<file path="src/rtl/wfs_pkg.sv">
package wfs_pkg;
  localparam int DEF_NUM_VCH  = 4;
  localparam int DEF_VAL_W    = 8;
  localparam int DEF_NUM_ZONE = 3;
  localparam logic [DEF_NUM_ZONE-1:0] DEF_DIODE_MASK = 3'b101;

  function automatic int stat_width(input int nvch, input int nzone);
    return nvch + nzone + 1;
  endfunction

  function automatic int zone_pos(input int nvch, input int z);
    return nvch + z;
  endfunction

  function automatic int err_pos(input int nvch, input int nzone);
    return nvch + nzone;
  endfunction
endpackage

</file>
<file path="src/rtl/wfs_rst_sync.sv">
module wfs_rst_sync (
  input  logic clk,
  input  logic rst_n,
  output logic rst_sync_n
);
  logic [1:0] sync_q;
  logic [1:0] sync_d;

  always_comb begin
    sync_d = {sync_q[0], 1'b1};
  end

  always_ff @(posedge clk or negedge rst_n) begin
    if (!rst_n) begin
      sync_q <= 2'b00;
    end else begin
      sync_q <= sync_d;
    end
  end

  assign rst_sync_n = sync_q[1];
endmodule

</file>
<file path="src/rtl/wfs_window_cmp.sv">
module wfs_window_cmp #(
  parameter int VAL_W = 8
) (
  input  logic [VAL_W-1:0] value,
  input  logic [VAL_W-1:0] lim_lo,
  input  logic [VAL_W-1:0] lim_hi,
  output logic             outside
);
  logic at_or_below;
  logic above;

  always_comb begin
    at_or_below = (value <= lim_lo);
    above       = (value >  lim_hi);
    outside     = at_or_below | above;
  end
endmodule

</file>
<file path="src/rtl/wfs_fault_collect.sv">
module wfs_fault_collect #(
  parameter int                  NUM_VCH    = 4,
  parameter int                  VAL_W      = 8,
  parameter int                  NUM_ZONE   = 3,
  parameter logic [NUM_ZONE-1:0] DIODE_MASK = 3'b101,
  localparam int                 STAT_W     = wfs_pkg::stat_width(NUM_VCH, NUM_ZONE),
  localparam int                 BUS_W      = NUM_VCH * VAL_W
) (
  input  logic [BUS_W-1:0]    volt_meas,
  input  logic [BUS_W-1:0]    volt_lo,
  input  logic [BUS_W-1:0]    volt_hi,
  input  logic [NUM_ZONE-1:0] zone_fault,
  input  logic [NUM_ZONE-1:0] rdiode_fault,
  input  logic                sum_fault,
  output logic [STAT_W-1:0]   flt_vec
);
  logic [NUM_VCH-1:0]  volt_out;
  logic [NUM_ZONE-1:0] zone_live;

  for (genvar ch = 0; ch < NUM_VCH; ch++) begin : g_chan
    wfs_window_cmp #(.VAL_W(VAL_W)) u_cmp (
      .value   (volt_meas[ch*VAL_W +: VAL_W]),
      .lim_lo  (volt_lo[ch*VAL_W +: VAL_W]),
      .lim_hi  (volt_hi[ch*VAL_W +: VAL_W]),
      .outside (volt_out[ch])
    );
  end

  for (genvar z = 0; z < NUM_ZONE; z++) begin : g_zone
    if (DIODE_MASK[z]) begin : g_with_diode
      assign zone_live[z] = zone_fault[z] | rdiode_fault[z];
    end else begin : g_plain
      assign zone_live[z] = zone_fault[z] | (1'b0 & rdiode_fault[z]);
    end
  end

  always_comb begin
    flt_vec = '0;
    flt_vec[NUM_VCH-1:0] = volt_out;
    for (int z = 0; z < NUM_ZONE; z++) begin
      flt_vec[wfs_pkg::zone_pos(NUM_VCH, z)] = zone_live[z];
    end
    flt_vec[wfs_pkg::err_pos(NUM_VCH, NUM_ZONE)] = sum_fault;
  end
endmodule

</file>
<file path="src/rtl/wfs_sticky_bank.sv">
module wfs_sticky_bank #(
  parameter int W = 8
) (
  input  logic         clk,
  input  logic         rst_n,
  input  logic [W-1:0] set_vec,
  input  logic         clr_req,
  output logic [W-1:0] stat_q
);
  logic [W-1:0] stat_d;
  logic         stat_en;

  for (genvar b = 0; b < W; b++) begin : g_bit
    always_comb begin
      if (set_vec[b]) begin
        stat_d[b] = 1'b1;
      end else if (clr_req) begin
        stat_d[b] = 1'b0;
      end else begin
        stat_d[b] = stat_q[b];
      end
    end
  end

  always_comb begin
    stat_en = clr_req | (|set_vec);
  end

  always_ff @(posedge clk or negedge rst_n) begin
    if (!rst_n) begin
      stat_q <= '0;
    end else if (stat_en) begin
      stat_q <= stat_d;
    end
  end
endmodule

</file>
<file path="src/rtl/wfs_read_port.sv">
module wfs_read_port #(
  parameter int W = 8
) (
  input  logic         clk,
  input  logic         rst_n,
  input  logic         rd_fire,
  input  logic [W-1:0] stat_q,
  output logic [W-1:0] rd_data
);
  logic [W-1:0] rdat_d;

  always_comb begin
    rdat_d = stat_q;
  end

  always_ff @(posedge clk or negedge rst_n) begin
    if (!rst_n) begin
      rd_data <= '0;
    end else if (rd_fire) begin
      rd_data <= rdat_d;
    end
  end
endmodule

</file>
<file path="src/rtl/winfault_status.sv">
module winfault_status #(
  parameter int                  NUM_VCH    = wfs_pkg::DEF_NUM_VCH,
  parameter int                  VAL_W      = wfs_pkg::DEF_VAL_W,
  parameter int                  NUM_ZONE   = wfs_pkg::DEF_NUM_ZONE,
  parameter logic [NUM_ZONE-1:0] DIODE_MASK = wfs_pkg::DEF_DIODE_MASK,
  localparam int                 STAT_W     = wfs_pkg::stat_width(NUM_VCH, NUM_ZONE),
  localparam int                 BUS_W      = NUM_VCH * VAL_W
) (
  input  logic                clk,
  input  logic                rst_n,
  input  logic [BUS_W-1:0]    volt_meas,
  input  logic [BUS_W-1:0]    volt_lo,
  input  logic [BUS_W-1:0]    volt_hi,
  input  logic [NUM_ZONE-1:0] zone_fault,
  input  logic [NUM_ZONE-1:0] rdiode_fault,
  input  logic                sum_fault,
  input  logic                bus_req,
  input  logic                bus_we,
  output logic [STAT_W-1:0]   rd_data
);
  logic              rst_sync_n;
  logic              rd_fire;
  logic [STAT_W-1:0] flt_vec;
  logic [STAT_W-1:0] stat_q;

  // A write is decoded by the absence of rd_fire and has no other path.
  always_comb begin
    rd_fire = bus_req & ~bus_we;
  end

  wfs_rst_sync u_rst_sync (
    .clk        (clk),
    .rst_n      (rst_n),
    .rst_sync_n (rst_sync_n)
  );

  wfs_fault_collect #(
    .NUM_VCH    (NUM_VCH),
    .VAL_W      (VAL_W),
    .NUM_ZONE   (NUM_ZONE),
    .DIODE_MASK (DIODE_MASK)
  ) u_collect (
    .volt_meas    (volt_meas),
    .volt_lo      (volt_lo),
    .volt_hi      (volt_hi),
    .zone_fault   (zone_fault),
    .rdiode_fault (rdiode_fault),
    .sum_fault    (sum_fault),
    .flt_vec      (flt_vec)
  );

  wfs_sticky_bank #(.W(STAT_W)) u_sticky (
    .clk     (clk),
    .rst_n   (rst_sync_n),
    .set_vec (flt_vec),
    .clr_req (rd_fire),
    .stat_q  (stat_q)
  );

  wfs_read_port #(.W(STAT_W)) u_rdport (
    .clk     (clk),
    .rst_n   (rst_sync_n),
    .rd_fire (rd_fire),
    .stat_q  (stat_q),
    .rd_data (rd_data)
  );
endmodule

</file>
<file path="config.mk">
export PLATFORM = sky130hd
export DESIGN_NAME = winfault_status
export DESIGN_NICKNAME = d
export VERILOG_FILES = /design/src/rtl/wfs_pkg.sv /design/src/rtl/wfs_rst_sync.sv /design/src/rtl/wfs_window_cmp.sv /design/src/rtl/wfs_fault_collect.sv /design/src/rtl/wfs_sticky_bank.sv /design/src/rtl/wfs_read_port.sv /design/src/rtl/winfault_status.sv
export SDC_FILE = /design/constraint.sdc
export NUM_CORES = 1
export LEC_CHECK = 0
export CORE_MARGIN = 3
export CORE_UTILIZATION = 25
export DETAILED_ROUTE_END_ITERATION = 8
export SLEW_MARGIN = 25
export SYNTH_ARGS = -nofsm -noshare
export SYNTH_HDL_FRONTEND = slang
export SYNTH_SLANG_ARGS = --single-unit
</file>
<file path="constraint.sdc">
create_clock -name clk -period 0.9 [get_ports clk]
set_input_delay 0.225 -clock clk [delete_from_list [all_inputs] [get_ports clk]]
set_output_delay 0.225 -clock clk [all_outputs]
set_load 0.05 [all_outputs]
</file>
After elaboration in Yosys (flattened, before gate mapping)
Index checks and enable logic that the tools add are counted.

Bits in registers: 18. Bits in latches: 0. Bits in writable memories: 0. Memory bits (read-only): 0. Bits of input ports: 107. Output and inout bits: 8. Memories: 0.

Add/subtract/negate cells: 0. Multiply operators: 0. Div/mod/pow operators: 0. Magnitude comparators: 8. Equal/unequal tests: 0. Shifts and indexed selects: 0. Mux-type cells: 9. Bitwise logic cells: 9. Reduce and logical (&&, ||, !) cells: 17.

Operator list (count): 8-bit > comparator (4); 8-bit less-or-equal comparator (4); 2-bit AND reduction (8); 2-bit nonzero test (8); 1-bit two-way mux (9); 8-bit OR reduction (1); 1-bit OR (7); 1-bit bitwise AND (1); 1-bit NOT (1).

Depth between registers and ports, before layout
Gate-level depths: netlist of the first run.

Word-level depth: 5. Gate-level depth with buffers: 7.

Hierarchy
Synthesis of the first run repeated with hierarchy kept, for this count alone.

Cell total of the unflattened synthesis: 258. Area total of the unflattened synthesis: 2317.2 um2.

By module, submodules not included: wfs_window_cmp (instances 4, cells each 54, area an instance 406.6 um2, seq. area each 0.0 um2); wfs_read_port (instances 1, cells each 17, area an instance 331.6 um2, seq. area each 200.2 um2); wfs_sticky_bank (instances 1, cells each 17, area an instance 264.0 um2, seq. area each 200.2 um2); wfs_rst_sync (instances 1, cells each 3, area an instance 53.8 um2, seq. area each 50.0 um2); wfs_fault_collect (instances 1, cells each 4, area an instance 27.5 um2, seq. area each 0.0 um2); winfault_status (instances 1, cells each 1, area an instance 13.8 um2, seq. area each 0.0 um2).

Worst setup path before layout of the first run
Ideal clock, no wire load.

Path type: input to register. From: input port volt_hi[9]. To: register u_sticky.stat_q[1]. Setup time: 0.132 ns. Arrival time: 1.047 ns. Slack: -0.279 ns. Cell stages on the path: 7. Cells stage by stage: inv_1 ha_1 nor2b_1 o211ai_1 a21oi_1 o22ai_1 o211ai_1.

Word-level cells in the longest chain between the ends: 5.

RTL lines: start, declared (line winfault_status.sv:13) `input logic [BUS_W-1:0] volt_hi,`; 8-bit > comparator (*) (line wfs_window_cmp.sv:14) `above = (value > lim_hi);`; 1-bit OR (*) (line wfs_window_cmp.sv:15) `outside = at_or_below | above;`; 8-bit OR reduction (line wfs_sticky_bank.sv:26) `stat_en = clr_req | (|set_vec);`; 1-bit OR (line wfs_sticky_bank.sv:26); 2-bit AND reduction (no source line); end signal, assigned (line wfs_sticky_bank.sv:33) `stat_q <= stat_d;`; end, declared (line wfs_sticky_bank.sv:8) `output logic [W-1:0] stat_q`.

Mark *: on every way between the ends. The rest lies on a longest branch, timed or not. A chain may end at the register's enable or synchronous reset.

Worst setup path in the final report of the first run
From: input port volt_meas[17]. To: register u_sticky.stat_q[2].

Word-level cells in the longest chain between the ends: 5.

RTL lines: start, declared (line winfault_status.sv:11) `input logic [BUS_W-1:0] volt_meas,`; 8-bit less-or-equal comparator / 8-bit > comparator (equally long branches) (line wfs_window_cmp.sv:13, wfs_window_cmp.sv:14); 1-bit OR (*) (line wfs_window_cmp.sv:15); 8-bit OR reduction (line wfs_sticky_bank.sv:26); 1-bit OR (line wfs_sticky_bank.sv:26); 2-bit AND reduction (no source line).

Marks and branches as above.

==> results by group, run 1 <==
STA
  – Period minus WS final: 1.09 ns
  – Worst Skew: 0.00236 ns
  – Setup violators final: 16
  – Fin. max-slew vios: 0
  – Max Fclk: 0.915 GHz
  – Final period utilization: 121%
  – Final Worst Setup Slack: -0.193 ns
  – Unrepaired setup endpoints after global routing: yes
  – Final Hold Viols: 0
  – Setup TNS: -1.90 ns

Route
  – Vias post-DR: 2257
  – DRT Wirelength: 7110 um
  – Via/cell ratio: 4.68
  – DR WL/cell: 14.7 um
  – # DRC: 0
  – Iteration-0 DRC Markers: 23
  – Remaining antenna violation count after routing: 0
  – Drt pass-1 iters: 4

Layout
  – Syn-to-layout area delta: 98.9%
  – Non-filler cells in the finished layout: 482
  – Register area: 458 um^2
  – Final Net Count: 549
  – Multi-input gate area: 2250 um^2
  – Fillers: 780
  – Share of cells above drive strength 1: 52.5%
  – ANT cells: 0

Synthesis
  – Mapped Cells: 254
  – Post-synthesis mux area share: 4.48%
  – Main combinational cell family by area after synthesis: adder cells
  – Compound-gate portion of the synthesized area: 16.9%
  – Mapped cell area: 2180 um^2
  – Mean Syn Cell Area: 8.57 um^2
  – XOR/XNOR share of the synthesized area: 0%
  – Synth Area in Simple Gates: 9.60%
  – Register area share after synthesis: 20.7%
  – Yosys warns: 0
  – Yosys reg bits: 18
  – Synth cell types: 18
  – Syn_nets: 425
  – Synth Area in Adders: 36.8%

Global routing
  – Total GRT Usage: 14.2%
  – Largest net degree at the start of global routing: 11
  – First-pass GRT wire length: 11600 um
  – Number of antenna violations at the first check in global routing: 0
  – Vias in the first global route: 2493
  – GRT overflow: 0

Run status
  – Violations in the final reports: negative setup slack
  – Outcome: complete, but fails checks

Clock network
  – Clk slew on worst S/H paths: 0.07 ns
  – CTS buffer count: 3
  – CTS root buf: clkbuf_8
  – CTS max path bufs: 2
  – Clk Latency, worst-skew pair: 0.25 ns
  – CTS tree: built
  – H-tree levels: 1
  – Clk sinks: 18

Die
  – Num ports: 115
  – Core area: 8340 um^2
  – Row count: 33
  – Starting Density: 26.1%
  – Die area: 9860 um^2
  – Die height: 99.3 um
  – Die Width: 99.3 um

Worst setup path
  – Critical Path Fanout Max: 2
  – Setup CP Type: in2reg
  – Reg2reg setup slack: -0.01 ns
  – WP data arrival: 1.22 ns
  – Worst setup EP type: flop
  – Startpoint Class: input pin
  – Worst Path Required: 1.03 ns

Run
  – Max Cap Viol: 0

Place
  – Detailed placement HPWL: 5250 um
  – Port bufs: 113
  – Placed Cells: 472
  – GPL Wtd Cong: 0.802

Power
  – Cell internal pwr: 2.31 mW
  – Switch share: 33.8%
  – Logic pwr share: 54.5%
  – Leak: 1.85 nW
  – Clock power share: 19.0%
  – P_sw: 1.18 mW
  – Pwr/cell area: 807 nW/um^2
  – Peak VDD IR: 662 uV
  – Sequential share of power: 26.5%

Min path
  – Hold WC Path Type: in2async
metal layers:
layer / up-vias / part of all wire (%) / wire [um] / GRT usage [%]
li1: 1141 / - / - / -
met1: 1052 / 41 / 2940 / 17.0
met2: 60 / 53 / 3780 / 27.4
met3: 4 / 4.7 / 336 / 1.89
met4: 0 / 0.68 / 48 / 1.89
met5: - / 0 / 0 / 0
layout by cell type, fill, tap and decap left out, types with 5 or more instances in the layout:
cell / instances
ha_4: 53
inv_2: 43
dlygate4sd2_1: 39
a21oi_1: 22
nand4_1: 16
a21oi_2: 14
clkdlybuf4s15_1: 14
inv_1: 13
buf_2: 13
clkdlybuf4s15_2: 13
o211ai_1: 12
dfrtp_1: 12
clkbuf_2: 11
ha_1: 10
mux2_4: 8
nand2_1: 8
buf_8: 8
buf_12: 8
clkdlybuf4s50_1: 7
dfrtp_2: 6
nor2b_1: 5
buf_4: 5
flip-flops by register name, indices dropped and copies added (netlist names):
name and count:
u_rdport.rd_data 8, u_rst_sync.sync_q 2, u_sticky.stat_q 8
metrics by stage:
step,setup slack [ns],instance area [um^2],hold slack (ns),power (mW),utilization (%)
CTS,-0.169,4330,0.124,3.46,51.9
floorplan,-0.242,2310,-0.0706,1.66,-
global route,-0.236,4330,0.122,3.75,51.9
detailed placement,-0.977,3640,0.159,2.50,43.7
finish,-0.193,4330,0.129,3.49,51.9
global placement,-0.953,3640,0.161,2.47,43.7
Yosys cell counts:
cell type / count / share of area, %
a211o_1: 2 / 0.80
a21o_1: 2 / 0.69
a21oi_1: 36 / 8.3
buf_6: 2 / 1.0
conb_1: 1 / 0.17
dfrtp_1: 18 / 21
ha_1: 64 / 37
inv_1: 60 / 10
mux2_2: 6 / 3.1
mux2_4: 2 / 1.4
nand2_1: 8 / 1.4
nand2b_4: 1 / 0.63
nand4_1: 16 / 4.6
nor2_1: 4 / 0.69
nor2b_1: 8 / 2.3
o211ai_1: 12 / 4.1
o21ai_0: 8 / 1.8
o22ai_1: 4 / 1.1
critical path: stages:
cell,delay [ns]
buf_8,0.10
ha_4,0.23
nor2b_1,0.12
o211ai_1,0.20
a21oi_2,0.08
o22ai_1,0.16
o211ai_1,0.11
logic make-up (layout without fill, tap and decap cells):
logic type	count (synthesis)	in the layout
compound gates	64	64
fa+ha+maj	64	64
flops	18	18
buf+inv	62	184
mux	8	8
simple gates	37	38
other cells	1	1
power by group through the flow:
| stage | sequential (mW) | clock [mW] | combinational [mW] |
|---|---|---|---|
| 3_3_place_gp | 0.940 | 0 | 1.53 |
| 2_1_floorplan | 1.05 | 0 | 0.605 |
| 5_1_grt | 0.937 | 0.721 | 2.09 |
| 3_5_place_dp | 0.941 | 0 | 1.56 |
| 6_report | 0.926 | 0.664 | 1.90 |
| 4_1_cts | 0.925 | 0.693 | 1.84 |
area by class of cell:
type,instances,area share [%]
Timing Repair Buffer,120,26.8
Inverter,60,6.36
Multi-Input combinational cell,175,52.0
Clock buffer,4,1.27
Tap cell,105,3.03
Sequential cell,18,10.6
path summary, 6_finish.rpt:
check / startpoint / cells after the start / to
max: volt_meas[17] / 7 / u_sticky.stat_q[2]$_DFFE_PN0P_
min: rst_n / 1 / u_rst_sync.sync_q[1]$_DFF_PN0_
max reg2reg: u_rdport.rd_data[2]$_DFFE_PN0P_ / 2 / u_rdport.rd_data[2]$_DFFE_PN0P_
min reg2reg: u_rst_sync.sync_q[1]$_DFF_PN0_ / 1 / u_sticky.stat_q[4]$_DFFE_PN0P_
max in group asynchronous: u_rst_sync.sync_q[1]$_DFF_PN0_ / 1 / u_rdport.rd_data[6]$_DFFE_PN0P_
min in group clk: u_rst_sync.sync_q[0]$_DFF_PN0_ / 0 / u_rst_sync.sync_q[1]$_DFF_PN0_
what timing repair did:
action	4_1_cts	5_1_grt
buffers inserted	3	3
cloned	1	0
hold buffers	0	0
gates resized for setup	341	28
pin swaps	87	21
setup endpoints to repair	24	20
Note: power is estimated with default switching activity, not from simulation.
==> run 2, diff against run 1 <==
--- a/config.mk
+++ b/config.mk
@@ -8,7 +8,7 @@
 export CORE_MARGIN = 3
 export CORE_UTILIZATION = 25
 export DETAILED_ROUTE_END_ITERATION = 8
-export SLEW_MARGIN = 25
+export SLEW_MARGIN = 10
 export SYNTH_ARGS = -nofsm -noshare
 export SYNTH_HDL_FRONTEND = slang
 export SYNTH_SLANG_ARGS = --single-unit
==> results of run 2 <==
The final DEF is identical to that of run 1; final timing and power are the same.
